`src/rtl/cart_map_pkg.sv`:
```
package cart_map_pkg;
  // Register page: 0x7EF0..0x7EFF
  localparam logic [11:0] REG_PAGE = 12'h7EF;
  localparam logic [3:0] OFS_CHR2K_LO = 4'h0;
  localparam logic [3:0] OFS_CHR2K_HI = 4'h1;
  localparam logic [3:0] OFS_CHR1K_LO = 4'h2;
  localparam logic [3:0] OFS_CHR1K_HI = 4'h5;
  localparam logic [3:0] OFS_CTRL = 4'h6;
  localparam logic [3:0] OFS_PRG_LO = 4'hA;
  localparam logic [3:0] OFS_PRG_HI = 4'hC;

  function automatic logic [7:0] prg_raw_bank(input logic [7:0] d);
    return d >> 2;
  endfunction

  function automatic logic [7:0] chr2k_raw_index(input logic [7:0] d);
    return d >> 1;
  endfunction
endpackage

```
`src/rtl/cart_map_regs.sv`:
```
module cart_map_regs
  import cart_map_pkg::*;
#(
  parameter int PRG_BANKS = 16,
  parameter int CHR_BANKS_1K = 128,
  localparam int PRG_W = $clog2(PRG_BANKS),
  localparam int CHR_W = $clog2(CHR_BANKS_1K)
) (
  input  logic clk,
  input  logic rst_n,
  input  logic cpu_wr,
  input  logic [15:0] cpu_waddr,
  input  logic [7:0] cpu_wdata,
  output logic [2:0][PRG_W-1:0] prg_q,
  output logic [1:0][CHR_W-2:0] chr2k_q,
  output logic [3:0][CHR_W-1:0] chr1k_q,
  output logic swap_q,
  output logic mirror_q,
  output logic window_hit
);
  wire [3:0] ofs = cpu_waddr[3:0];
  wire in_page = (cpu_waddr[15:4] == REG_PAGE);
  wire hit_chr2k = in_page && (ofs <= OFS_CHR2K_HI);
  wire hit_chr1k = in_page && (ofs >= OFS_CHR1K_LO) && (ofs <= OFS_CHR1K_HI);
  wire hit_ctrl = in_page && (ofs == OFS_CTRL);
  wire hit_prg = in_page && (ofs >= OFS_PRG_LO) && (ofs <= OFS_PRG_HI);

  assign window_hit = hit_chr2k || hit_chr1k || hit_ctrl || hit_prg;

  wire [7:0] prg_raw = prg_raw_bank(cpu_wdata);
  wire [7:0] c2_raw = chr2k_raw_index(cpu_wdata);
  wire [PRG_W-1:0] prg_d = prg_raw[PRG_W-1:0];
  wire [CHR_W-2:0] c2_d = c2_raw[CHR_W-2:0];
  wire [CHR_W-1:0] c1_d = cpu_wdata[CHR_W-1:0];
  wire [1:0] prg_sel = 2'(ofs - OFS_PRG_LO);
  wire [1:0] c1_sel = 2'(ofs - OFS_CHR1K_LO);

  wire unused_ok = ^{prg_raw, c2_raw, cpu_wdata};

  always_ff @(posedge clk) begin
    if (!rst_n) begin
      prg_q[0] <= '0;
      prg_q[1] <= PRG_W'(1);
      prg_q[2] <= PRG_W'(PRG_BANKS - 2);
      for (int i = 0; i < 2; i++) chr2k_q[i] <= (CHR_W-1)'(i);
      for (int i = 0; i < 4; i++) chr1k_q[i] <= CHR_W'(4 + i);
      swap_q <= 1'b0;
      mirror_q <= 1'b1;
    end else if (cpu_wr) begin
      if (hit_prg) prg_q[prg_sel] <= prg_d;
      if (hit_chr2k) chr2k_q[ofs[0]] <= c2_d;
      if (hit_chr1k) chr1k_q[c1_sel] <= c1_d;
      if (hit_ctrl) begin
        swap_q <= cpu_wdata[1];
        mirror_q <= cpu_wdata[0];
      end
    end
  end
endmodule

```
`src/rtl/cart_prg_map.sv`:
```
module cart_prg_map #(
  parameter int PRG_BANKS = 16,
  localparam int PRG_W = $clog2(PRG_BANKS)
) (
  input  logic [14:0] cpu_raddr,
  input  logic [2:0][PRG_W-1:0] prg_q,
  output logic [PRG_W+12:0] prg_addr
);
  localparam logic [PRG_W-1:0] LAST_BANK = PRG_W'(PRG_BANKS - 1);
  logic [PRG_W-1:0] bank;

  always_comb begin
    unique case (cpu_raddr[14:13])
      2'd0: bank = prg_q[0];
      2'd1: bank = prg_q[1];
      2'd2: bank = prg_q[2];
      default: bank = LAST_BANK;
    endcase
  end

  assign prg_addr = {bank, cpu_raddr[12:0]};
endmodule

```
`src/rtl/cart_chr_map.sv`:
```
module cart_chr_map #(
  parameter int CHR_BANKS_1K = 128,
  localparam int CHR_W = $clog2(CHR_BANKS_1K)
) (
  input  logic [12:0] ppu_addr,
  input  logic swap_q,
  input  logic [1:0][CHR_W-2:0] chr2k_q,
  input  logic [3:0][CHR_W-1:0] chr1k_q,
  output logic [CHR_W+9:0] chr_addr
);
  wire [2:0] slot = ppu_addr[12:10];
  // The half whose top bit equals the swap bit is fed by the 2 KB pair.
  wire from_2k = (slot[2] == swap_q);
  wire [CHR_W-1:0] bank_2k = {chr2k_q[slot[1]], slot[0]};
  wire [CHR_W-1:0] bank_1k = chr1k_q[slot[1:0]];
  wire [CHR_W-1:0] bank = from_2k ? bank_2k : bank_1k;

  assign chr_addr = {bank, ppu_addr[9:0]};
endmodule

```
`src/rtl/cart_bank_mapper.sv`:
```
module cart_bank_mapper #(
  parameter int PRG_BANKS = 16,
  parameter int CHR_BANKS_1K = 128,
  localparam int PRG_W = $clog2(PRG_BANKS),
  localparam int CHR_W = $clog2(CHR_BANKS_1K)
) (
  input  logic clk,
  input  logic rst_n,
  input  logic cpu_wr,
  input  logic [15:0] cpu_waddr,
  input  logic [7:0] cpu_wdata,
  input  logic [14:0] cpu_raddr,
  input  logic [12:0] ppu_addr,
  output logic [PRG_W+12:0] prg_addr,
  output logic [CHR_W+9:0] chr_addr,
  output logic mirror_vert
);
  logic [2:0][PRG_W-1:0] prg_q;
  logic [1:0][CHR_W-2:0] chr2k_q;
  logic [3:0][CHR_W-1:0] chr1k_q;
  logic swap_q;
  logic window_hit;

  cart_map_regs #(.PRG_BANKS(PRG_BANKS), .CHR_BANKS_1K(CHR_BANKS_1K)) u_regs (
    .clk(clk), .rst_n(rst_n), .cpu_wr(cpu_wr), .cpu_waddr(cpu_waddr),
    .cpu_wdata(cpu_wdata), .prg_q(prg_q), .chr2k_q(chr2k_q), .chr1k_q(chr1k_q),
    .swap_q(swap_q), .mirror_q(mirror_vert), .window_hit(window_hit)
  );

  cart_prg_map #(.PRG_BANKS(PRG_BANKS)) u_prg (
    .cpu_raddr(cpu_raddr), .prg_q(prg_q), .prg_addr(prg_addr)
  );

  cart_chr_map #(.CHR_BANKS_1K(CHR_BANKS_1K)) u_chr (
    .ppu_addr(ppu_addr), .swap_q(swap_q), .chr2k_q(chr2k_q),
    .chr1k_q(chr1k_q), .chr_addr(chr_addr)
  );
endmodule

```
`config.mk`:
```
export PLATFORM = sky130hd
export DESIGN_NAME = cart_bank_mapper
export DESIGN_NICKNAME = d
export VERILOG_FILES = /design/src/rtl/cart_map_pkg.sv /design/src/rtl/cart_map_regs.sv /design/src/rtl/cart_prg_map.sv /design/src/rtl/cart_chr_map.sv /design/src/rtl/cart_bank_mapper.sv
export SDC_FILE = /design/constraint.sdc
export NUM_CORES = 1
export LEC_CHECK = 0
export BUFFER_PORTS_ARGS = -buffer_cell sky130_fd_sc_hd__buf_2
export CAP_MARGIN = 20
export CORE_MARGIN = 5
export CORE_UTILIZATION = 47
export DETAILED_ROUTE_END_ITERATION = 8
export PLACE_DENSITY = 0.75
export SYNTH_ARGS = -nofsm -noshare
export SYNTH_HDL_FRONTEND = slang
export SYNTH_SLANG_ARGS = --single-unit
```
`constraint.sdc`:
```
create_clock -name clk -period 3.3 [get_ports clk]
set_input_delay 0.165 -clock clk [delete_from_list [all_inputs] [get_ports clk]]
set_output_delay 0.165 -clock clk [all_outputs]
set_load 0.01 [all_outputs]
```
== Word level (Yosys, flattened, before mapping) ==
Cells that the tools add are included.

* Register bits: 54
* Bits of input ports: 55
* Output and inout port bits: 35
* Logic and storage cells: 60

* $add $sub $neg: 2
* Magnitude comparators: 13
* Equality and inequality tests: 5
* Muxes and demuxes: 15
* Reductions and logical operators: 14

{| class="wikitable"
|+ Operators by type and width
! operator !! count
|-
| $bwmux W28 || 1
|-
| $bwmux W12 || 2
|-
| $mux W7 || 3
|-
| $mux W6 || 3
|-
| $bmux W7 S2 || 1
|-
| $demux W7 S2 || 1
|-
| $eq A12 B11 Y1 const B || 1
|-
| $pmux W4 S3 || 1
|-
| $logic_and A1 B1 Y1 || 9
|-
| $lt A2 B3 Y1 const B || 3
|-
| $demux W4 S2 || 1
|-
| $reduce_and A2 Y1 || 4
|-
| $demux W6 S1 || 1
|-
| $eq A4 B3 Y1 const B || 1
|-
| $ge A2 B1 Y1 const B || 2
|-
| $ge A4 B2 Y1 const B || 1
|-
| $ge A4 B4 Y1 const B || 1
|-
| $le A4 B1 Y1 const B || 1
|-
| $le A4 B3 Y1 const B || 1
|-
| $le A4 B4 Y1 const B || 1
|-
| $lt A1 B2 Y1 const B || 2
|-
| $mux W4 || 1
|-
| $sub A2 B2 Y2 const B || 2
|-
| $eq A2 B1 Y1 const B || 1
|-
| 4 further kinds || 4
|}

== Longest topological paths before layout ==
Gate-level depths: netlist (run 1).

* Depth after elaboration: 6
* Gate-level depth with buffers: 5
* Mapped depth without buffers: 4

== Modules after synthesis ==
Synthesis (run 1) repeated with hierarchy kept, for this count alone.

* Cell total of the unflattened synthesis: 287
* Area total of the unflattened synthesis: 2791.4 µm²

{| class="wikitable"
|+ Modules (own cells, without submodules)
! module !! times used !! cells each !! area an instance (µm²) !! sequential area each (µm²)
|-
| cart_map_regs || 1 || 222 || 2212.1 || 1081.0
|-
| cart_chr_map || 1 || 43 || 392.9 || 0.0
|-
| cart_prg_map || 1 || 22 || 186.4 || 0.0
|}

== Worst setup path before layout (run 1) ==
No wires, ideal clock.

* Kind: input port to flip-flop
* Start: in cpu_waddr[8]
* End: reg u_regs.prg_q[10] (netlist bit)
* Library setup time: 0.120 ns
* Arrival time: 1.347 ns
* Required time: 3.180 ns
* Slack: 1.834 ns
* Stages on the path: 4
* Path buffers: 0
* Path through: nand4b_4 > nor4_4 > nand3_1 > a211o_1

* Word-level cells in the longest chain between the ends: 4

{| class="wikitable"
|+ Ends and longest elaborated chain
! element !! line !! text
|-
| from (decl) || cart_bank_mapper.sv:10 || <nowiki>input logic [15:0] cpu_waddr,</nowiki>
|-
| $eq A12 B11 Y1 || cart_map_regs.sv:22 || <nowiki>wire in_page = (cpu_waddr[15:4] == REG_PAGE);</nowiki>
|-
| $logic_and A1 B1 Y1 (2 in a row) || cart_map_regs.sv:26 || <nowiki>wire hit_prg = in_page && (ofs >= OFS_PRG_LO) && (ofs <= OFS_PRG_HI);</nowiki>
|-
| $reduce_and A2 Y1 (no source line) || -- ||
|-
| to (signal, indexed assignment) || cart_map_regs.sv:50 || <nowiki>if (hit_prg) prg_q[prg_sel] <= prg_d;</nowiki>
|-
| to (decl) || cart_map_regs.sv:14 || <nowiki>output logic [2:0][PRG_W-1:0] prg_q,</nowiki>
|}

Every way passes these cells.
A chain may end at the register's enable or synchronous reset.

== Worst setup path after layout (run 1) ==
* Start: reg u_regs.swap_q
* End: out chr_addr[10]

* Word-level cells in the longest chain between the ends: 2

{| class="wikitable"
|+ Ends and longest elaborated chain
! element !! line !! text
|-
| from (decl) || cart_map_regs.sv:17 || <nowiki>output logic swap_q,</nowiki>
|-
| from (signal assigned) || cart_map_regs.sv:54 || <nowiki>swap_q <= cpu_wdata[1];</nowiki>
|-
| $eq A1 B1 Y1 || cart_chr_map.sv:13 || <nowiki>wire from_2k = (slot[2] == swap_q);</nowiki>
|-
| $mux W7 || cart_chr_map.sv:16 || <nowiki>wire [CHR_W-1:0] bank = from_2k ? bank_2k : bank_1k;</nowiki>
|-
| to (decl) || cart_bank_mapper.sv:15 || <nowiki>output logic [CHR_W+9:0] chr_addr,</nowiki>
|}

Every way passes these cells.

==> impl_metrics.yaml, run 1 <==
global_route:
  antenna_found_initial: 0
  grt_pass1_vias: 1865
  gr-total-overflow: 0
  grt_max_degree: 48
  grt_usage_pct: 15.4
  grt_first_pass_wirelength_mm: 8.96
final_layout:
  final_common_cell: "mux2i_1"
  multiInputGateArea_mm2: 0.00135
  insertedDiodeCount: 0
  postLayoutCoreUtil_pct: 52.6
  ff_latch_area_mm2: 0.00108
  drive_gt1_share_pct: 23.9
  mostFrequentLayoutCells: "58 x mux2i_1, 57 x nand2_1, 54 x dfxtp_1"
  fill_cells: 521
  nets: 338
  syn_to_final_growth_pct: 8.85
clock_tree:
  clock_latency_ps: 300
  numCtsBuffers: 5
  cts.clk_slew.worst_paths_ps: 100
  cts_num_sinks: 54
  cts-root-buf: "clkbuf_8"
  post_cts_buffers: 0
  cts_resized: 0
  h-tree-depth: 2
  max-clock-path-buffers: 2
  tritoncts: "built"
  postCtsHoldBufs: 0
synth:
  ys.flop_type: "dfxtp_1"
  synth_top_area_share_pct: 40.9
  syn_area_mm2: 0.00264
  yosys-top-cells-area: "dfxtp_1 41%, mux2i_1 22%, nand2_1 8.1%"
  synth_nets: 321
  syn_inst: 266
  ys_warn_count: 0
  synth_top_family_by_area: "multiplexers"
  synth_edf_count: 0
  yosysUniqueCellTypes: 28
  synth.avg_cell_area_um2: 9.93
  synth_fa_ha_area_share_pct: 0
  synth_top_area_cell: "dfxtp_1"
  synth-xor-area-share_pct: 0.331
  yosys.area_share.simple_pct: 17.5
  synth_seq_cells: 54
  yosysSeqAreaShare_pct: 40.9
  synth_compound_area_share_pct: 3.88
  async_reset_ff_share_pct: 0
  synth.area.mux_share_pct: 29.2
worst_setup_path:
  arrival_ps: 1870
  crit_path_start: "u_regs.swap_q"
  worstSetupPathType: "register to output pin"
  worstSetupEndpoint: "chr_addr[10]"
  reg2reg_depth: 1
  reg2reg_from: "u_regs.prg_q[9]"
  crit_path_start_kind: "register"
  cp.required_ps: 3130
  reg2reg_to: "u_regs.prg_q[9]"
  reg2reg_slack_ps: 2610
  critPathMaxFanout: 14
  critPathCaptureType: "output pin"
floorplan:
  die_height_um: 85.0
  core_area_mm2: 0.00547
  start_util_pct: 48.3
  rows: 27
  dieArea_mm2: 0.00722
  die_x_um: 85.0
  pin_count: 90
job:
  drv_cap: 0
timing:
  post-route-period-util_pct: 61.7
  fin_setup_tns_ps: 0
  skew_ps: 0
  max_freq_ghz: 0.491
  fin_crit_ps: 2030
  whs_ps: 169
  worst_pin_slew_ps: 926
  hold_viol: 0
  grt_setup_unrepaired: "no"
  slew_headroom_pct: 38.0
  drv_slew: 0
  setup_viol: 0
place:
  gp_congestion: 0.798
  io_buffers: 42
  hpwl_mm: 4.05
min_path:
  worstHoldStart: "cpu_wdata[0]"
  hold_class: "primary input to register"
drt:
  ant_nets: 0
  route.vias.total: 1891
  wl_mm: 5.51
  wl_per_cell_um: 15.5
  routed_via_density: 5.31
  dr.pass1.iters: 4
  first_iter_violations: 95
  drc: 0
pwr:
  leakagePower_nw: 1.43
  finalPower_w: 0.00126
  power_density_mw_per_mm2: 438
  ir_drop_v: 0.000154
run_status:
  run_status: "completed"
## cell type report
cell class | count | area share, %
clock buffers | 5 | 2.39
multi-input cells | 178 | 46.8
well taps | 72 | 3.13
repair buffers | 43 | 7.57
inverters | 1 | 0.130
clock inverters | 3 | 2.39
flip-flops and latches | 54 | 37.6
## how the worst min path moves through the flow
stage / to / slack, ps / cells after the start
finish: u_regs.chr1k_q[7] / 170 / 3
global route: u_regs.chr1k_q[22] / 180 / 3
CTS: u_regs.chr1k_q[22] / 170 / 3
detailed placement: chr_addr[4] / 330 / 0
global placement: chr_addr[4] / 330 / 0
floorplan: u_regs.chr1k_q[0] / 330 / 2
## critical path, stage by stage, from the launching register on
cell	delay (ps)
dfxtp_1	360
xor2_1	740
a21oi_1	140
a31oi_1	170
buf_2	150
## cells in the mapped netlist, types with 2 or more instances
cell type	n
mux4_2	6
mux2_2	5
nand4_1	2
nor2b_1	4
and4_1	3
o21ai_0	6
nand2_1	57
mux2i_1	58
o22a_1	4
buf_4	23
dfxtp_1	54
nand3_2	3
nor2_1	15
nand3_1	2
clkbuf_1	9
a211o_1	3
## registers in the layout, indices dropped and copies added, names as in the netlist
register and flops:
u_regs.swap_q 1, u_regs.chr1k_q 28, u_regs.mirror_q 1, u_regs.prg_q 12, u_regs.chr2k_q 12
## report_power, final
group | internal (W) | leakage, nW | switching [W] | total (W)
Sequential | 0.000651 | 0.435 | 0.00000000280 | 0.000651
Combinational | 0.0000355 | 0.927 | 0.0000562 | 0.0000917
Clock | 0.000304 | 0.0683 | 0.000214 | 0.000518
## through the flow
step | cell area [um2] | std cells | setup slack, ps
after global placement | 2740 | 348 | 1580
after global routing | 2880 | 356 | 1090
after detailed placement | 2740 | 348 | 1570
after CTS | 2880 | 356 | 1250
after floorplan | 2640 | 266 | 1830
final | 2880 | 356 | 1270
## kinds of logic after synthesis
logic type,after synthesis
and+or+nand+nor,93
xor gates and xnor gates,1
buffers and inverters,34
muxes,69
AOI/OAI and AO/OA,15
DFF,54
## per-layer routing
metal  GRT usage (%)  wire [um]  vias up
li1                -          -      932
met1            18.6       2350      912
met2            26.2       2790       35
met3            3.79        257       12
met4            6.33        106        0
met5               0          0        -
(Power assumes the default switching activity.)
==> inputs of run 2 (changes only) <==
Settings changed: ABC_AREA set to 1, PLACE_DENSITY 0.75 to 0.76.
Clock period 3.3 ns to 1.7 ns, I/O delays scaled along.
==> impl_metrics.yaml, run 2 <==
run_status:
  run_status: "completed"
global_route:
  met2_usage_pct: 31.1
  grt.met1_usage_pct: 24.3
  use_met3_pct: 4.06
  antenna_found_initial: 0
  grt_usage_pct: 18.5
  gr-total-overflow: 0
  grt_pass1_vias: 2793
  grt_max_degree: 42
  busiest_layer: "met2"
  grt_first_pass_wirelength_mm: 13.0
min_path:
  hold_depth: 3
  hold_class: "primary input to register"
  worstHoldStart: "cpu_wdata[3]"
  holdPathEnd: "u_regs.prg_q[9]"
final_layout:
  nets: 584
  mostFrequentLayoutCells: "132 x nand2_1, 87 x inv_1, 67 x nor2_1"
  multiInputGateArea_mm2: 0.00149
  drive_gt1_share_pct: 14.7
  insertedDiodeCount: 0
  final_common_cell: "nand2_1"
  fill_cells: 686
  syn_to_final_growth_pct: 6.95
  reg_top3: "u_regs.chr1k_q x28, u_regs.chr2k_q x12, u_regs.prg_q x12"
  regMostFlops: "u_regs.chr1k_q"
  ff_latch_area_mm2: 0.00108
  largest_reg_flops: 28
clock_tree:
  max-clock-path-buffers: 2
  cts.clk_slew.worst_paths_ps: 100
  post_cts_buffers: 0
  tritoncts: "built"
  h-tree-depth: 2
  cts_num_sinks: 54
  clock_latency_ps: 310
  numCtsBuffers: 5
  cts-root-buf: "clkbuf_8"
timing:
  skew_ps: 0
  max_freq_ghz: 0.655
  drv_slew: 0
  setup_viol: 0
  grt_setup_unrepaired: "no"
  layout_setup_ws_ps: 174
  fin_setup_tns_ps: 0
  post-route-period-util_pct: 89.8
  hold_viol: 0
  slew_headroom_pct: 65.1
  whs_ps: 38.4
  fin_crit_ps: 1530
  worst_pin_slew_ps: 523
place:
  gp_congestion: 0.843
  pre_cts_ws_ps: 173
  io_buffers: 42
  hpwl_mm: 5.57
pwr:
  power_density_mw_per_mm2: 675
  finalPower_w: 0.00232
  ir_drop_v: 0.000355
  leakagePower_nw: 1.71
worst_setup_path:
  cpPeakStageDelay_ps: 350
  reg2reg_slack_ps: 1030
  worstSetupPathType: "register to output pin"
  cp_slowest_cell: "dfxtp_1"
  critPathCaptureType: "output pin"
  crit_family: "flip-flops"
  reg2reg_from: "u_regs.prg_q[0]"
  reg2reg_depth: 4
  critPathMaxFanout: 12
  reg2reg_to: "u_regs.prg_q[0]"
  arrival_ps: 1440
  cp_num_buf_inv: 2
  cp.required_ps: 1620
  crit_path_start_kind: "register"
  path_cells: "xnor2_2 > inv_2 > o21ai_0 > buf_2"
synth:
  syn_inst: 516
  synth_nets: 571
  synthMostInstantiatedCell: "nand2_1"
  synth.avg_cell_area_um2: 6.21
  yosysUniqueCellTypes: 23
  yosys-top-cells-area: "dfxtp_1 34%, nand2_1 15%, inv_1 10%"
  synth_seq_cells: 54
  ys.flop_type: "dfxtp_1"
  synth_top_area_share_pct: 33.7
  synth_edf_count: 0
  netlist_top_cells_count: "132 x nand2_1, 88 x inv_1, 68 x nor2_1"
  syn_area_mm2: 0.00321
  ys_warn_count: 0
  async_reset_ff_share_pct: 0
  yosysSeqAreaShare_pct: 33.7
  synth_top_area_cell: "dfxtp_1"
floorplan:
  pin_count: 90
  die_height_um: 92.6
  start_util_pct: 47.7
  die_x_um: 92.6
  rows: 30
  core_area_mm2: 0.00672
  dieArea_mm2: 0.00857
drt:
  dr.pass1.iters: 5
  ant_nets: 0
  wl_mm: 7.87
  wl_per_cell_um: 12.9
  routed_via_density: 5.12
  drc: 0
  first_iter_violations: 276
  route.vias.total: 3125
job:
  drv_cap: 0
## run 2: worst max-delay path by stage
stage | startpoint | depth (start not counted) | to | slack, ps
6_report | u_regs.swap_q | 4 | chr_addr[11] | 170
5_1_grt | u_regs.swap_q | 4 | chr_addr[11] | 60
4_1_cts | u_regs.swap_q | 4 | chr_addr[11] | 30
3_5_place_dp | cpu_waddr[8] | 10 | u_regs.chr2k_q[2] | 170
3_3_place_gp | cpu_waddr[8] | 9 | u_regs.chr2k_q[6] | 240
2_1_floorplan | u_regs.swap_q | 4 | chr_addr[11] | 530
## run 2: kinds of logic (layout without fill, tap and decap cells)
logic type / Yosys count / after routing / synth area share [%]
buffers and inverters: 139 / 153 / 20.0
XOR/XNOR: 1 / 1 / 0.273
AND/OR/NAND/NOR: 278 / 278 / 39.0
AO/OA/AOI/OAI: 44 / 44 / 7.03
flip-flops: 54 / 54 / 33.7
## run 2: through the flow
step | instances | utilization, % | area [um2]
after floorplan | 516 | - | 3210
after global placement | 602 | 49.5 | 3330
after detailed placement | 602 | 49.5 | 3330
after CTS | 610 | 50.9 | 3420
after global routing | 610 | 51.0 | 3430
final | 610 | 51.0 | 3430
## run 2: worst register-to-register path: stages (launching register included)
cell	delay, ps
dfxtp_1	360
inv_1	50
nand2_1	60
nand2_1	50
nor2_1	100
## run 2: cell type report
class | instances | area share [%]
Clock buffer | 6 | 2.41
Clock inverter | 2 | 0.365
Inverter | 93 | 10.2
Multi-Input combinational cell | 323 | 43.5
Sequential cell | 54 | 31.5
Tap cell | 80 | 2.92
Timing Repair Buffer | 52 | 9.05
## run 2: per-layer routing
metal  wire [um]  up-vias  part of all wire, %
met3         656        6                  8.3
li1            -     1607                    -
met4          46        0                 0.58
met5           0        -                    0
met1        3550     1397                   45
met2        3630      115                   46
## run 2: report_power, final
part           internal (W)   switching, W  total (W)  leakage [nW]
Combinational     0.0000893       0.000199   0.000288          1.23
Clock              0.000329       0.000435   0.000763        0.0472
Sequential          0.00126  0.00000000886    0.00126         0.435
Total               0.00168       0.000633    0.00232          1.71
## run 2: what timing repair did
action                     CTS  global route
hold buffers                 0             0
resized for setup            1             1
setup endpoints to repair    6             5
pin swaps                    0             0
